[config.mk]
export PLATFORM = sky130hd
export DESIGN_NAME = debug_access_ctrl
export DESIGN_NICKNAME = d
export VERILOG_FILES = /design/src/rtl/dbg_access_pkg.sv /design/src/rtl/dbg_sync.sv /design/src/rtl/dbg_key_shift.sv /design/src/rtl/dbg_stop_wake.sv /design/src/rtl/dbg_mode_fsm.sv /design/src/rtl/debug_access_ctrl.sv
export SDC_FILE = /design/constraint.sdc
export NUM_CORES = 1
export LEC_CHECK = 0
export ABC_AREA = 1
export BUFFER_PORTS_ARGS = -buffer_cell sky130_fd_sc_hd__buf_2
export CAP_MARGIN = 0
export CORE_AREA = 3 3 54 76
export CTS_CLUSTER_DIAMETER = 50
export DETAILED_ROUTE_END_ITERATION = 8
export DIE_AREA = 0 0 57 79
export PLACE_DENSITY = 0.76
export SLEW_MARGIN = 20
export SYNTH_ARGS = -nofsm -noshare
export SYNTH_HDL_FRONTEND = slang
export SYNTH_HIERARCHICAL = 1
export SYNTH_SLANG_ARGS = --single-unit
[constraint.sdc]
create_clock -name clk -period 1.24 [get_ports clk]
set_input_delay 0.248 -clock clk [delete_from_list [all_inputs] [get_ports clk]]
set_output_delay 0.248 -clock clk [all_outputs]
set_load 0.02 [all_outputs]
[src/rtl/dbg_access_pkg.sv]
// Shared types for the debug access controller.
package dbg_access_pkg;
    // Access states; order has no behavioural meaning.
    typedef enum logic [1:0] {
        ST_LOCKED   = 2'd0,
        ST_UNLOCKED = 2'd1,
        ST_DEBUG    = 2'd2
    } acc_state_t;
endpackage

[src/rtl/dbg_sync.sv]
// Multi-stage synchronizer for a bundle of asynchronous inputs.
// Assumes each bit is independent; no bundle coherency is guaranteed.
module dbg_sync #(
    parameter int               WIDTH   = 2,
    parameter int               STAGES  = 2,
    parameter logic [WIDTH-1:0] RST_VAL = '0
) (
    input  logic             clk,
    input  logic             rst_n,
    input  logic [WIDTH-1:0] d_in,
    output logic [WIDTH-1:0] d_out
);
    logic [WIDTH-1:0] stage_q [STAGES];

    generate
        for (genvar s = 0; s < STAGES; s++) begin : g_stage
            if (s == 0) begin : g_first
                // Capture the raw inputs.
                always_ff @(posedge clk) begin
                    if (!rst_n) stage_q[0] <= RST_VAL;
                    else        stage_q[0] <= d_in;
                end
            end else begin : g_next
                // Pass along the chain.
                always_ff @(posedge clk) begin
                    if (!rst_n) stage_q[s] <= RST_VAL;
                    else        stage_q[s] <= stage_q[s-1];
                end
            end
        end
    endgenerate

    assign d_out = stage_q[STAGES-1];
endmodule

[src/rtl/dbg_key_shift.sv]
// Serial key receiver: shifts synchronized data bits MSB first on rising
// strobe edges while armed, compares after KEY_W bits, and pulses key_ok
// on a match. Assumes strobe and data are already synchronized.
module dbg_key_shift #(
    parameter int              KEY_W = 32,
    parameter logic [KEY_W-1:0] KEY  = '1
) (
    input  logic clk,
    input  logic rst_n,
    input  logic clr,
    input  logic arm,
    input  logic strobe_s,
    input  logic data_s,
    output logic key_ok
);
    localparam int CNT_W = $clog2(KEY_W + 1);

    logic [KEY_W-1:0] shreg_q;
    logic [CNT_W-1:0] cnt_q;
    logic             strobe_d;
    logic             edge_w;
    logic             last_w;
    logic [KEY_W-1:0] next_w;

    assign edge_w = strobe_s && !strobe_d;
    assign last_w = (cnt_q == CNT_W'(KEY_W - 1));
    assign next_w = {shreg_q[KEY_W-2:0], data_s};

    // Remember the previous strobe level for edge detection.
    always_ff @(posedge clk) begin
        if (!rst_n) strobe_d <= 1'b0;
        else        strobe_d <= strobe_s;
    end

    // Shift bits, count, and restart after each complete word or disarm.
    always_ff @(posedge clk) begin
        if (!rst_n || clr || !arm) begin
            shreg_q <= '0;
            cnt_q   <= '0;
            key_ok  <= 1'b0;
        end else if (edge_w) begin
            key_ok <= last_w && (next_w == KEY);
            if (last_w) begin
                shreg_q <= '0;
                cnt_q   <= '0;
            end else begin
                shreg_q <= next_w;
                cnt_q   <= cnt_q + 1'b1;
            end
        end else begin
            key_ok <= 1'b0;
        end
    end
endmodule

[src/rtl/dbg_stop_wake.sv]
// STOP-mode pin watcher: one-cycle reset request after the synchronized
// pin has been low for two consecutive samples while the core is stopped.
// Re-arms only when the condition goes away.
module dbg_stop_wake (
    input  logic clk,
    input  logic rst_n,
    input  logic stop_mode,
    input  logic pin_s,
    output logic req
);
    logic low_w;
    logic low_q;
    logic held_q;

    assign low_w = stop_mode && !pin_s;

    // Track consecutive low samples and emit a single pulse per episode.
    always_ff @(posedge clk) begin
        if (!rst_n) begin
            low_q  <= 1'b0;
            held_q <= 1'b0;
            req    <= 1'b0;
        end else begin
            low_q  <= low_w;
            held_q <= low_w && low_q;
            req    <= low_w && low_q && !held_q;
        end
    end
endmodule

[src/rtl/dbg_mode_fsm.sv]
// Access state machine: locked, unlocked, debug. Brownout and power-on
// reset lock it; watchdog, reset pin and software clear leave debug.
module dbg_mode_fsm
    import dbg_access_pkg::*;
(
    input  logic clk,
    input  logic rst_n,
    input  logic bor_evt,
    input  logic wdt_evt,
    input  logic pin_reset_n,
    input  logic key_ok,
    input  logic baud_done,
    input  logic mode_clr,
    output logic unlocked,
    output logic dbg_mode
);
    acc_state_t state_q;
    acc_state_t state_n;

    // Next-state selection with reset sources taking priority.
    always_comb begin
        state_n = state_q;
        unique case (state_q)
            ST_LOCKED:   if (key_ok) state_n = ST_UNLOCKED;
            ST_UNLOCKED: if (pin_reset_n && !wdt_evt && baud_done) state_n = ST_DEBUG;
            ST_DEBUG:    if (wdt_evt || !pin_reset_n || mode_clr) state_n = ST_UNLOCKED;
            default:     state_n = ST_LOCKED;
        endcase
    end

    // State register; power-on and brownout return to locked.
    always_ff @(posedge clk) begin
        if (!rst_n || bor_evt) state_q <= ST_LOCKED;
        else                   state_q <= state_n;
    end

    assign unlocked = (state_q != ST_LOCKED);
    assign dbg_mode = (state_q == ST_DEBUG);
endmodule

[src/rtl/debug_access_ctrl.sv]
// Top of the debug access controller. Synchronizes the raw debug pin and
// key strobe, receives the serial key while the reset pin is low, runs
// the access state machine and the STOP-mode reset request.
// Assumes pin_reset_n, stop_mode and event pulses are synchronous to clk.
module debug_access_ctrl #(
    parameter int               KEY_W     = 32,
    parameter logic [KEY_W-1:0] KEY       = 32'h6B2E_91D4,
    parameter int               SYNC_STGS = 2
) (
    input  logic clk,
    input  logic rst_n,
    input  logic bor_evt,
    input  logic wdt_evt,
    input  logic pin_reset_n,
    input  logic dbg_pin,
    input  logic key_clk,
    input  logic stop_mode,
    input  logic baud_done,
    input  logic mode_clr,
    output logic unlocked,
    output logic dbg_mode,
    output logic sys_rst_req
);
    logic [1:0] raw_w;
    logic [1:0] sync_w;
    logic       key_ok_w;

    assign raw_w = {key_clk, dbg_pin};

    dbg_sync #(.WIDTH(2), .STAGES(SYNC_STGS), .RST_VAL(2'b01)) u_sync (
        .clk   (clk),
        .rst_n (rst_n),
        .d_in  (raw_w),
        .d_out (sync_w)
    );

    dbg_key_shift #(.KEY_W(KEY_W), .KEY(KEY)) u_key (
        .clk      (clk),
        .rst_n    (rst_n),
        .clr      (bor_evt),
        .arm      (!pin_reset_n),
        .strobe_s (sync_w[1]),
        .data_s   (sync_w[0]),
        .key_ok   (key_ok_w)
    );

    dbg_mode_fsm u_fsm (
        .clk         (clk),
        .rst_n       (rst_n),
        .bor_evt     (bor_evt),
        .wdt_evt     (wdt_evt),
        .pin_reset_n (pin_reset_n),
        .key_ok      (key_ok_w),
        .baud_done   (baud_done),
        .mode_clr    (mode_clr),
        .unlocked    (unlocked),
        .dbg_mode    (dbg_mode)
    );

    dbg_stop_wake u_stop (
        .clk       (clk),
        .rst_n     (rst_n),
        .stop_mode (stop_mode),
        .pin_s     (sync_w[0]),
        .req       (sys_rst_req)
    );
endmodule

Word level (Yosys, flattened, before mapping). Memories as Yosys holds them, arrays and structs flattened. Index checks and enable logic that the tools add are counted. W data, S select, Z words.

Bits in writable memories: 4. Memories: 1. Output and inout port bits: 3. Logic and storage cells: 51. Register bits: 44.

Reductions and logical operators: 21. Bitwise operators: 3. Multiplexer cells: 10. Equal/unequal tests: 7. Add/subtract/negate cells: 1.

Memory list: u_sync.stage_q (depth 2, bits a word 2, read ports 2, clocked after Yosys merged registers in 0, write ports 2, RTL line dbg_sync.sv:13) `logic [WIDTH-1:0] stage_q [STAGES];`.

Operators by type and width (count): $eq A32 B31 Y1 const B (1); $mux W31 (1); $mux W2 (5); $logic_and A1 B1 Y1 (7); $add A6 B1 Y6 const B (1); $eq A6 B5 Y1 const B (1); $logic_not A1 Y1 (6); $mux W6 (1); $pmux W2 S3 (1); $logic_or A1 B1 Y1 (4); $ne A2 B1 Y1 const B (2); $reduce_and A3 Y1 (1); $eq A2 B1 Y1 const B (1); $eq A2 B2 Y1 const B (1); $logic_not A2 Y1 (1); $mux W1 (2); $ne A2 B2 Y1 const B (1); $or A1 B1 Y1 (2); $reduce_bool A2 Y1 (1); $reduce_or A2 Y1 (1); $not A1 Y1 (1).

Longest topological paths before layout.
Depth after elaboration: 5. Depth in mapped cells: 8.

By module. Netlist, hierarchy kept.

By module, submodules not included: dbg_key_shift (cells an instance 229, times used 1, area each 1645.3 um2, seq. area each 780.7 um2); dbg_mode_fsm (cells an instance 25, times used 1, area each 136.4 um2, seq. area each 40.0 um2); dbg_sync (cells an instance 12, times used 1, area each 110.1 um2, seq. area each 80.1 um2); dbg_stop_wake (cells an instance 9, times used 1, area each 93.8 um2, seq. area each 60.1 um2); debug_access_ctrl (cells an instance 1, times used 1, area each 3.8 um2, seq. area each 0.0 um2).

Worst setup path after synthesis. OpenSTA, ideal clock, no wires.

Path type: register -> register. Start point: register u_key.cnt_q[0]. End point: register u_key.shreg_q[18]. Path slack: 0.114 ns. Data arrival time: 1.009 ns. Cell stages (with the launch flop): 8. Buffers on the path: 1. Setup time: 0.117 ns. Cell sequence: dfxtp_1 ha_1 inv_1 nor2_1 nand2_2 clkbuf_2 o21ai_0 nor2_1.

Word-level cells in the longest chain between the ends: 2.

RTL lines: from (decl) (RTL line dbg_key_shift.sv:19) `logic [CNT_W-1:0] cnt_q;`; from (signal assigned) (RTL line dbg_key_shift.sv:48) `cnt_q <= cnt_q + 1'b1;`; $eq A6 B5 Y1 (RTL line dbg_key_shift.sv:26) `assign last_w = (cnt_q == CNT_W'(KEY_W - 1));`; $mux W31 (RTL line dbg_key_shift.sv:43) `if (last_w) begin`; to (signal assigned) (RTL line dbg_key_shift.sv:47) `shreg_q <= next_w;`; to (decl) (RTL line dbg_key_shift.sv:18) `logic [KEY_W-1:0] shreg_q;`.

No other way between the ends. A chain may end at the register's enable or synchronous reset.

Worst setup path in the final report.
Start point: register u_key.cnt_q[1]. End point: register u_key.shreg_q[4].

Same word-level chain as after synthesis.

==> flow_summary.ini <==
[floorplan]
placementRows = 25
coreArea_um2 = 3441
initial_core_util_pct = 57.82
design.portCount = 13
chipWidth_um = 57
height_of_the_die_um = 79
die_area_um2 = 4503

[logic_synthesis]
synthesis.area_per_instance_um2 = 7.208
synth-warning-count = 6
syn-num-nets = 287
synthCells = 276
ys_seq_area_share_pct = 48.30
ys_ff_latch = 48
yosys.cell_types.count = 23
synthesis.area_um2 = 1989

[clock_tree]
path_clk_slew_ns = 0.08
worstSkewPairLatency_ns = 0.29
cts.sinks = 48
cts-htree-levels = 2
cts_tree = done
clk_buf_depth = 2
cts-hold-fix-buffers = 0
cts_inserted_buffers = 5
clk_root_buffer_cell = sky130_fd_sc_hd__clkbuf_8

[drt]
detail_route.drc_violations = 0
drt-vias-per-instance = 5.185
wirelength_um = 4055
first_iter_violations = 84
detailroute.via_count = 1737
routed_wire_length_per_instance_um = 12.10
route.antenna.remaining_nets = 0
drtPass1Iterations = 4

[worst_setup_path]
critPathTopFamily = flip-flops
worstSetupEndpointType = flop
critical_path_class = reg2reg
start_kind = flop
cpPeakStageDelay_ns = 0.37
data_required_time_at_the_worst_endpoint_ns = 1.42
critical_path_peak_fanout = 7
ff2ff_setup_slack_ns = 0.02
crit_chain = ha_4, inv_2, nor2_2, nand2_4, clkbuf_16, o21ai_0, nor2_1
worst_ep_arrival_time_ns = 1.41
worst_path_max_delay_cell = sky130_fd_sc_hd__dfxtp_4
cp.buffers_inverters = 2

[global_routing]
grt_first_pass_wirelength_um = 6527
globalRouteOverflowTotal = 0
initial_antenna_violation_count = 0
grt_max_degree = 31
groute.usage.overall_pct = 17.98
via_count_of_the_first_global_routing_pass = 1558

[place]
numPortBuffers = 12
gp_congestion = 0.7427
detailed_place_hpwl_um = 2454

[worst_hold_path]
hold_class = in2reg

[timing]
setup_violations = 0
fin_worst_skew_ns = 0.003694
timing_hold_violations_final = 0
max_freq_mhz = 817.1
period_minus_slack_ns = 1.224
max-slew-margin-rel_pct = 83.37
period_utilization_pct = 98.70
timing.final.max_slew_violations = 0
setup_tns_ns = 0
tightestPinTransition_ns = 0.2494

[final_layout]
final_layout_size_suffix_gt1_share_pct = 17.29
syn_to_final_growth_pct = 16.98
antenna_cells_inserted = 0
fin_util_pct = 67.64
design.final.nets = 305

[power_and_ir_drop]
fin_total_pwr_mw = 2.788
p_per_area_nw_per_um2 = 1198
peakVddDrop_v = 0.0008992
leakagePower_nw = 1.011

[status]
status = complete, no violations

[flow_run]
maxCapViolations = 0
[synth_stat cells (all sizes together)]
master  count  share of area (%)
o21bai      1               0.38
clkbuf      4               0.82
dfxtp      48                 48
inv        35                6.6
buf         9                2.7
o21ai      63                 16
xor2        1               0.44
nand4       3                1.3
nand2      43                8.6
nand3       5                1.3
nor2       58                 12
nand3b      1               0.38
ha          1               0.63
a21oi       4                1.2
[power by group]
group | switching, mW | leakage, nW | internal (mW)
sequential | 0.0122 | 0.390 | 1.56
combinational | 0.0775 | 0.566 | 0.0465
clock | 0.496 | 0.0552 | 0.599
[layer usage]
| metal | vias to the layer above | wire length [µm] | GRT usage, % |
|---|---|---|---|
| li1 | 900 | - | - |
| met1 | 793 | 1737 | 21.89 |
| met2 | 38 | 2097 | 30.21 |
| met3 | 6 | 183 | 4.553 |
| met4 | 0 | 38 | 6.729 |
| met5 | - | 0 | 0 |
[kinds of logic after synthesis]
kind of cell | after synthesis | share of synthesized area (%)
AOI/OAI and AO/OA | 68 | 17.42
adders and majority gates | 1 | 0.6288
and+or+nand+nor | 110 | 23.08
xor gates and xnor gates | 1 | 0.4403
buffers and inverters | 48 | 10.13
DFF | 48 | 48.30
[metrics by stage]
step	cell area [µm²]	hold slack [ns]	setup WS [ns]	std cells
global placement	2102	0.3845	0.05511	323
finish	2327	0.1185	0.01611	335
floorplan	1989	0.3167	0.1141	276
CTS	2210	0.1111	0.0001622	331
detailed placement	2102	0.3858	0.02499	323
global route	2327	0.1309	-0.03242	335
[area by class of cell]
class	count	area, µm²
clock buffer	6	72.57
clock inverter	2	35.03
fill	301	1114
inverter	35	133.9
multi-input combinational	180	864.6
sequential	48	967.2
tap	40	50.05
timing repair buffer	24	203.9
[worst paths after layout]
check,start,endpoint,cells past startpoint
worst max-delay path,u_key/cnt_q[1],u_key/shreg_q[4],7
worst min-delay path,dbg_pin,u_sync/stage_q[0][0],3
worst max register to register,u_key/cnt_q[1],u_key/shreg_q[4],7
worst min register to register,u_stop/held_q,u_stop/req,1
[what timing repair did]
item / 4_1_cts / 5_1_grt
setup endpoints to repair: 0 / 37
buffers inserted: 0 / 1
gates resized for setup: 0 / 17
endpoints found under the hold margin: 0 / 0
[worst reg2reg max path: cells and delay by family, from the launching register on]
family	cells	cell delay [ns]
and+or+nand+nor	3	0.33
adders and majority gates	1	0.14
AOI/OAI and AO/OA	1	0.07
buffers and inverters	2	0.22
DFF	1	0.37
[registers in the layout, summed over array words and instances, names as in the netlist]
| register | cells |
|---|---|
| u_key/shreg_q | 31 |
| u_sync/stage_q | 4 |
| u_key/key_ok | 1 |
| u_stop/low_q | 1 |
| u_fsm/state_q | 2 |
| u_key/cnt_q | 6 |
| u_key/strobe_d | 1 |
| u_stop/req | 1 |
| u_stop/held_q | 1 |
[layout by cell type (no fill, tap or decap)]
cell type                   Yosys  layout
sky130_fd_sc_hd__o21ai_0       60      59
sky130_fd_sc_hd__nor2_1        53      52
sky130_fd_sc_hd__dfxtp_1       48      45
sky130_fd_sc_hd__nand2_1       39      38
sky130_fd_sc_hd__inv_1         33      32
sky130_fd_sc_hd__buf_2          7      11
sky130_fd_sc_hd__buf_4          1       9
sky130_fd_sc_hd__clkbuf_8       0       5
sky130_fd_sc_hd__nand3_1        5       5
sky130_fd_sc_hd__nor2_2         5       4
sky130_fd_sc_hd__o21ai_1        3       4
sky130_fd_sc_hd__nand2_2        4       3
sky130_fd_sc_hd__a21oi_1        3       3
sky130_fd_sc_hd__clkbuf_16      0       2
sky130_fd_sc_hd__inv_2          2       2
sky130_fd_sc_hd__dfxtp_2        0       2
sky130_fd_sc_hd__nand2_4        0       2
sky130_fd_sc_hd__nor2_4         0       2
sky130_fd_sc_hd__nand4_1        2       2
sky130_fd_sc_hd__bufinv_16      0       1
sky130_fd_sc_hd__clkbuf_1       3       1
sky130_fd_sc_hd__clkinv_2       0       1
sky130_fd_sc_hd__buf_6          1       1
sky130_fd_sc_hd__a21oi_2        1       1
sky130_fd_sc_hd__inv_4          0       1
sky130_fd_sc_hd__o21bai_1       1       1
sky130_fd_sc_hd__xor2_1         1       1
sky130_fd_sc_hd__nand3b_1       1       1
sky130_fd_sc_hd__ha_4           0       1
sky130_fd_sc_hd__dfxtp_4        0       1
sky130_fd_sc_hd__buf_12         0       1
sky130_fd_sc_hd__nand4_2        1       1
(Power assumes the default switching activity.)
